<file path="src/rtl/wdmem_pkg.sv">
package wdmem_pkg;

   typedef enum logic [1:0] {
      ACC_LW  = 2'b00,
      ACC_LB  = 2'b01,
      ACC_LBU = 2'b10,
      ACC_SW  = 2'b11
   } acc_kind_e;

   localparam int LANE_BITS = 8;

endpackage

</file>
<file path="src/rtl/wdmem_addr_split.sv">
module wdmem_addr_split #(
   parameter int BYTE_AW = 32,
   parameter int WORD_AW = 24,
   parameter int LANE_W  = 2,
   parameter int IDX_W   = 6
) (
   input  logic [BYTE_AW-1:0] byte_addr,
   output logic [IDX_W-1:0]   row_idx,
   output logic [LANE_W-1:0]  lane_sel
);

   localparam int TOP_BIT = LANE_W + WORD_AW;

   assign lane_sel = byte_addr[LANE_W-1:0];
   assign row_idx  = byte_addr[LANE_W+IDX_W-1:LANE_W];

   // Bits that never reach the array: part of the word index beyond the
   // array depth, and anything above the word space.
   generate
      if (IDX_W < WORD_AW && BYTE_AW > TOP_BIT) begin : g_drop_both
         logic addr_unused;
         assign addr_unused = ^{byte_addr[BYTE_AW-1:TOP_BIT],
                                byte_addr[TOP_BIT-1:LANE_W+IDX_W]};
      end else if (IDX_W < WORD_AW) begin : g_drop_mid
         logic addr_unused;
         assign addr_unused = ^byte_addr[TOP_BIT-1:LANE_W+IDX_W];
      end else if (BYTE_AW > TOP_BIT) begin : g_drop_top
         logic addr_unused;
         assign addr_unused = ^byte_addr[BYTE_AW-1:TOP_BIT];
      end
   endgenerate

endmodule

</file>
<file path="src/rtl/wdmem_word_array.sv">
module wdmem_word_array #(
   parameter int DATA_W = 32,
   parameter int DEPTH  = 64,
   parameter int IDX_W  = 6
) (
   input  logic              clk,
   input  logic              rst_n,
   input  logic              wr_en,
   input  logic [IDX_W-1:0]  row_idx,
   input  logic [DATA_W-1:0] wr_word,
   output logic [DATA_W-1:0] rd_word
);

   logic [DATA_W-1:0] rows [DEPTH];

   generate
      for (genvar r = 0; r < DEPTH; r++) begin : g_row
         always_ff @(posedge clk) begin
            if (!rst_n) begin
               rows[r] <= '0;
            end else if (wr_en && row_idx == IDX_W'(r)) begin
               rows[r] <= wr_word;
            end
         end
      end
   endgenerate

   assign rd_word = rows[row_idx];

endmodule

</file>
<file path="src/rtl/wdmem_load_fmt.sv">
module wdmem_load_fmt
   import wdmem_pkg::*;
#(
   parameter int DATA_W = 32,
   parameter int LANES  = 4,
   parameter int LANE_W = 2
) (
   input  logic              acc_en,
   input  acc_kind_e         kind,
   input  logic [LANE_W-1:0] lane_sel,
   input  logic [DATA_W-1:0] word_in,
   output logic [DATA_W-1:0] result
);

   logic [LANE_BITS-1:0] lane_val [LANES];
   logic [LANE_BITS-1:0] picked;

   generate
      for (genvar k = 0; k < LANES; k++) begin : g_lane
         assign lane_val[k] = word_in[k*LANE_BITS +: LANE_BITS];
      end
   endgenerate

   assign picked = lane_val[lane_sel];

   always_comb begin
      result = '0;
      if (acc_en) begin
         unique case (kind)
            ACC_LW:  result = word_in;
            ACC_LB:  result = {{(DATA_W-LANE_BITS){picked[LANE_BITS-1]}}, picked};
            ACC_LBU: result = {{(DATA_W-LANE_BITS){1'b0}}, picked};
            ACC_SW:  result = '0;
         endcase
      end
   end

endmodule

</file>
<file path="src/rtl/wdmem_byteload.sv">
module wdmem_byteload
   import wdmem_pkg::*;
#(
   parameter int DATA_W  = 32,
   parameter int BYTE_AW = 32,
   parameter int WORD_AW = 24,
   parameter int DEPTH   = 64
) (
   input  logic               clk,
   input  logic               rst_n,
   input  logic               acc_en,
   input  logic [1:0]         acc_kind,
   input  logic [BYTE_AW-1:0] byte_addr,
   input  logic [DATA_W-1:0]  wr_data,
   output logic [DATA_W-1:0]  rd_data
);

   localparam int LANES  = DATA_W / LANE_BITS;
   localparam int LANE_W = $clog2(LANES);
   localparam int IDX_W  = $clog2(DEPTH);

   generate
      if (DATA_W % LANE_BITS != 0 || LANES < 2) begin : g_bad_width
         $error("wdmem_byteload: DATA_W must be a multiple of 8 and at least 16");
      end
      if ((1 << LANE_W) != LANES) begin : g_bad_lanes
         $error("wdmem_byteload: lane count must be a power of two");
      end
      if (DEPTH < 2 || (1 << IDX_W) != DEPTH) begin : g_bad_depth
         $error("wdmem_byteload: DEPTH must be a power of two, at least 2");
      end
      if (IDX_W > WORD_AW) begin : g_bad_space
         $error("wdmem_byteload: DEPTH exceeds the word address space");
      end
      if (LANE_W + WORD_AW > BYTE_AW) begin : g_bad_addr
         $error("wdmem_byteload: byte address too narrow for the word space");
      end
   endgenerate

   acc_kind_e         kind;
   logic [IDX_W-1:0]  row_idx;
   logic [LANE_W-1:0] lane_sel;
   logic [DATA_W-1:0] stored_word;
   logic              store_now;

   assign kind      = acc_kind_e'(acc_kind);
   assign store_now = acc_en && (kind == ACC_SW);

   wdmem_addr_split #(
      .BYTE_AW (BYTE_AW),
      .WORD_AW (WORD_AW),
      .LANE_W  (LANE_W),
      .IDX_W   (IDX_W)
   ) split_i (
      .byte_addr (byte_addr),
      .row_idx   (row_idx),
      .lane_sel  (lane_sel)
   );

   wdmem_word_array #(
      .DATA_W (DATA_W),
      .DEPTH  (DEPTH),
      .IDX_W  (IDX_W)
   ) array_i (
      .clk     (clk),
      .rst_n   (rst_n),
      .wr_en   (store_now),
      .row_idx (row_idx),
      .wr_word (wr_data),
      .rd_word (stored_word)
   );

   wdmem_load_fmt #(
      .DATA_W (DATA_W),
      .LANES  (LANES),
      .LANE_W (LANE_W)
   ) fmt_i (
      .acc_en   (acc_en),
      .kind     (kind),
      .lane_sel (lane_sel),
      .word_in  (stored_word),
      .result   (rd_data)
   );

endmodule

</file>
<file path="config.mk">
export PLATFORM = sky130hd
export DESIGN_NAME = wdmem_byteload
export DESIGN_NICKNAME = d
export VERILOG_FILES = /design/src/rtl/wdmem_pkg.sv /design/src/rtl/wdmem_addr_split.sv /design/src/rtl/wdmem_word_array.sv /design/src/rtl/wdmem_load_fmt.sv /design/src/rtl/wdmem_byteload.sv
export SDC_FILE = /design/constraint.sdc
export NUM_CORES = 2
export LEC_CHECK = 0
export BUFFER_PORTS_ARGS = -buffer_cell sky130_fd_sc_hd__buf_4
export CAP_MARGIN = 30
export CORE_AREA = 2 2 560 562
export DETAILED_ROUTE_END_ITERATION = 12
export DIE_AREA = 0 0 562 564
export HOLD_SLACK_MARGIN = 0.12
export PLACE_DENSITY_LB_ADDON = 0.15
export SLEW_MARGIN = 20
export SYNTH_ARGS = -nofsm -noshare
export SYNTH_HDL_FRONTEND = slang
export SYNTH_SLANG_ARGS = --single-unit
</file>
<file path="constraint.sdc">
create_clock -name clk -period 4.61 [get_ports clk]
set_input_delay 0.2305 -clock clk [delete_from_list [all_inputs] [get_ports clk]]
set_output_delay 0.2305 -clock clk [all_outputs]
set_load 0.005 [all_outputs]
</file>
==> flow_summary.toml <==
[power]
ir_drop_v = 0.000329
sw_frac_of_total_pct = 23.9
pwr-share-seq_pct = 50.4
power_leakage_nw = 36.1
combinationalPowerShare_pct = 7.9
power_density_mw_per_mm2 = 398
p_sw_mw = 10.3
power_frac_clock_pct = 41.7
power.internal_mw = 32.6
power.total_mw = 42.9

[timing]
finalMaxSlewViolations = 0
clock.fmax_ghz = 0.228
tightest_slew_ns = 1.08
rsz0062_at_grt = "no"
slew_headroom_pct = 28.3
setup_viol = 0
finalCritPeriodShare_pct = 95.1
hold_slack_ns = 0.172
hold_viol_final = 0
timing.final.crit_period_ns = 4.38

[layout]
largest_reg_flops = 2048
fin_nets = 6066
syn2layout_area_growth_pct = 16.0
reg_top3 = "array_i.rows: 2048 flops"
largest_register = "array_i.rows"
drive_gt1_share_pct = 22.2

[global_route]
track_usage_pct = 19.9
grt-ovfl-total = 0
grt_pass1_wl_microns = 443000
grtUsageMet2_pct = 33.0
use_met1_pct = 27.0
antenna_found_initial = 20
grt_max_degree = 65
grt.busiest_layer = "met2"
grt_pass1_vias = 53700
met3_usage_pct = 2.56

[min_path]
hp-start = "wr_data[22]"
min_path_type = "input port to register"
min_path_cells = 2
whs_endpoint = "array_i.rows[34][22]$_SDFFCE_PN0P_"

[logic_synthesis]
synth_compound_area_share_pct = 3.95
yosysWarnings = 0
syn_avg_cell_area_sq_um = 15.7
synth-xor-area-share_pct = 0
synth-simple-area-share_pct = 14.6
synth.mux.area_fraction_pct = 12.4
synth_top_family_by_area = "simple AND/OR/NAND/NOR gates"
ys_seq_elements = 2048
synthAdderAreaFrac_pct = 0
netlist_area_sq_mm = 0.0929
seq_area_frac_synth_pct = 66.2
syn_nets = 6002
ys_types = 32
syn_inst = 5933

[detailed_routing]
vias = 51700
firstDrtPassIters = 5
drtIter0Drc = 5386
drcViolationCount = 0
detail-route-antenna-nets = 0
wl_per_cell_microns = 30.7
wirelength_microns = 318000
avgViaCountPerCell = 4.99

[clocking]
cts_tree = "done"
root_buffer = "clkbuf_16"
clkSinkCount = 2048
cts_buffers = 235
clk_pin_slew_worst_paths_ns = 0.06
cts_buffer_depth = 4
cts-htree-levels = 4
post_cts_buffers = 0

[critical_path]
path_max_fanout = 32
cp_top_family = "compound AO/OA/AOI/OAI gates"
worstPathArrival_ns = 4.15
cp_cell_sequence = "buf_8, buf_4, mux4_2, a22o_1, o21ai_0, a41oi_1, o41ai_4, a31oi_1, buf_4, buf_4"
worstSetupPathType = "input port to output port"
critPathRequiredTime_ns = 4.38
cpMostUsedCell = "buf_4"
path_buf_inv = 4
setup.worst_path.end_class = "output port"
cp_slowest_cell = "mux4_2"
start_kind = "input port"
crit_cells = 10
slowest_delay_ns = 0.57

[die]
io_pins = 101
fp.dieW_microns = 562
core-area_sq_mm = 0.311
die-area_sq_mm = 0.317
die_h_microns = 564
start_util_pct = 29.9
rows = 205

[run_status]
status = "complete, no violations"

[run]
maxCapViolations = 0

[placed_design]
port_buffers = 76
gp_congestion = 0.883
dp_hpwl_microns = 180000
[cells in the mapped netlist]
cell      count  area share, %
a211o_1       7          0.066
a21oi_1     136           0.73
a22o_1       32           0.30
a22oi_1     224            1.8
a31oi_1       1         0.0067
a41oi_1      11           0.10
and2_1     2052             14
and3_1        1         0.0067
buf_1        57           0.23
buf_2        21           0.11
buf_4        17           0.14
buf_6        27           0.33
buf_8         1          0.016
clkbuf_1    504            2.0
clkbuf_2      1         0.0054
edfxtp_1   2048             66
inv_1         3          0.012
mux4_2      512             12
nand2_1      19          0.077
nand2b_1      5          0.034
nand3_1       9          0.048
nand3b_1      1         0.0081
nand4_1      13          0.088
nor2_1       71           0.29
nor2b_1      12          0.081
nor3_1        7          0.038
nor4_1        7          0.047
o21ai_0      80           0.43
o41ai_1      50           0.47
o41ai_4       1          0.030
or2_2         2          0.013
or3_1         1         0.0067
[final cells by class]
cell class | count | area, sq um
Tap cell | 4140 | 5180
Inverter | 3 | 11.3
Fill cell | 29500 | 203000
Antenna cell | 27 | 67.6
Clock buffer | 300 | 6150
Multi-Input combinational cell | 3254 | 29700
Sequential cell | 2048 | 61500
Timing Repair Buffer | 455 | 4120
Clock inverter | 129 | 1060
[kinds of logic (layout without fill, tap and decap cells)]
| group | after synthesis | count (layout) |
|---|---|---|
| other | 0 | 27 |
| muxes | 512 | 512 |
| and+or+nand+nor | 2200 | 2200 |
| DFF | 2048 | 2048 |
| buffers and inverters | 631 | 887 |
| AOI/OAI and AO/OA | 542 | 542 |
[stage by stage]
| step | area [sq um] | cells | util [%] | worst slack (ns) | setup TNS, ns |
|---|---|---|---|---|---|
| 6_report | 108000 | 10400 | 34.7 | 0.227 | 0 |
| 4_1_cts | 108000 | 10300 | 34.6 | 0.176 | 0 |
| 3_3_place_gp | 99800 | 9843 | 32.1 | -0.0839 | -0.116 |
| 5_1_grt | 108000 | 10300 | 34.7 | 0.113 | 0 |
| 3_5_place_dp | 100000 | 9860 | 32.2 | 0.204 | 0 |
| 2_1_floorplan | 92900 | 5933 | - | 0.0753 | 0 |
[what timing repair did]
action	4_1_cts	5_1_grt
endpoints found under the hold margin	852	0
hold buffers	32	0
gates resized for setup	0	0
[worst max-delay path by stage]
stage,startpoint,endpoint,slack (ns)
final,byte_addr[2],rd_data[7],0.23
after floorplan,byte_addr[3],array_i.rows[23][0]$_SDFFCE_PN0P_,0.08
after global routing,byte_addr[2],rd_data[7],0.11
after CTS,array_i.rows[8][7]$_SDFFCE_PN0P_,rd_data[7],0.18
after detailed placement,byte_addr[2],rd_data[7],0.20
after global placement,byte_addr[2],rd_data[17],-0.08
[layer usage]
| metal | up-vias | wire [microns] |
|---|---|---|
| li1 | 22300 | - |
| met1 | 27500 | 138000 |
| met2 | 1447 | 154000 |
| met3 | 369 | 15600 |
| met4 | 0 | 10900 |
| met5 | - | 0 |
[power groups by stage]
stage / registers, mW / logic [mW] / clock network (mW)
final: 21.6 / 3.39 / 17.9
after global routing: 21.7 / 3.55 / 19.0
after CTS: 21.6 / 3.44 / 18.3
after detailed placement: 22.0 / 3.41 / 0
after global placement: 22.0 / 3.39 / 0
after floorplan: 22.0 / 1.81 / 0
[cells in the final DEF, fill, tap and decap left out, types with 45 or more instances in the layout]
master | Yosys | layout
nor2_2 | 0 | 57
edfxtp_1 | 2048 | 2048
clkbuf_16 | 0 | 237
buf_4 | 17 | 366
mux4_2 | 512 | 512
clkinv_1 | 0 | 67
a22oi_1 | 224 | 224
a21oi_1 | 136 | 136
and2_1 | 2052 | 2051
clkbuf_1 | 504 | 64
o21ai_4 | 0 | 64
o41ai_1 | 50 | 45
(Power assumes the default switching activity.)
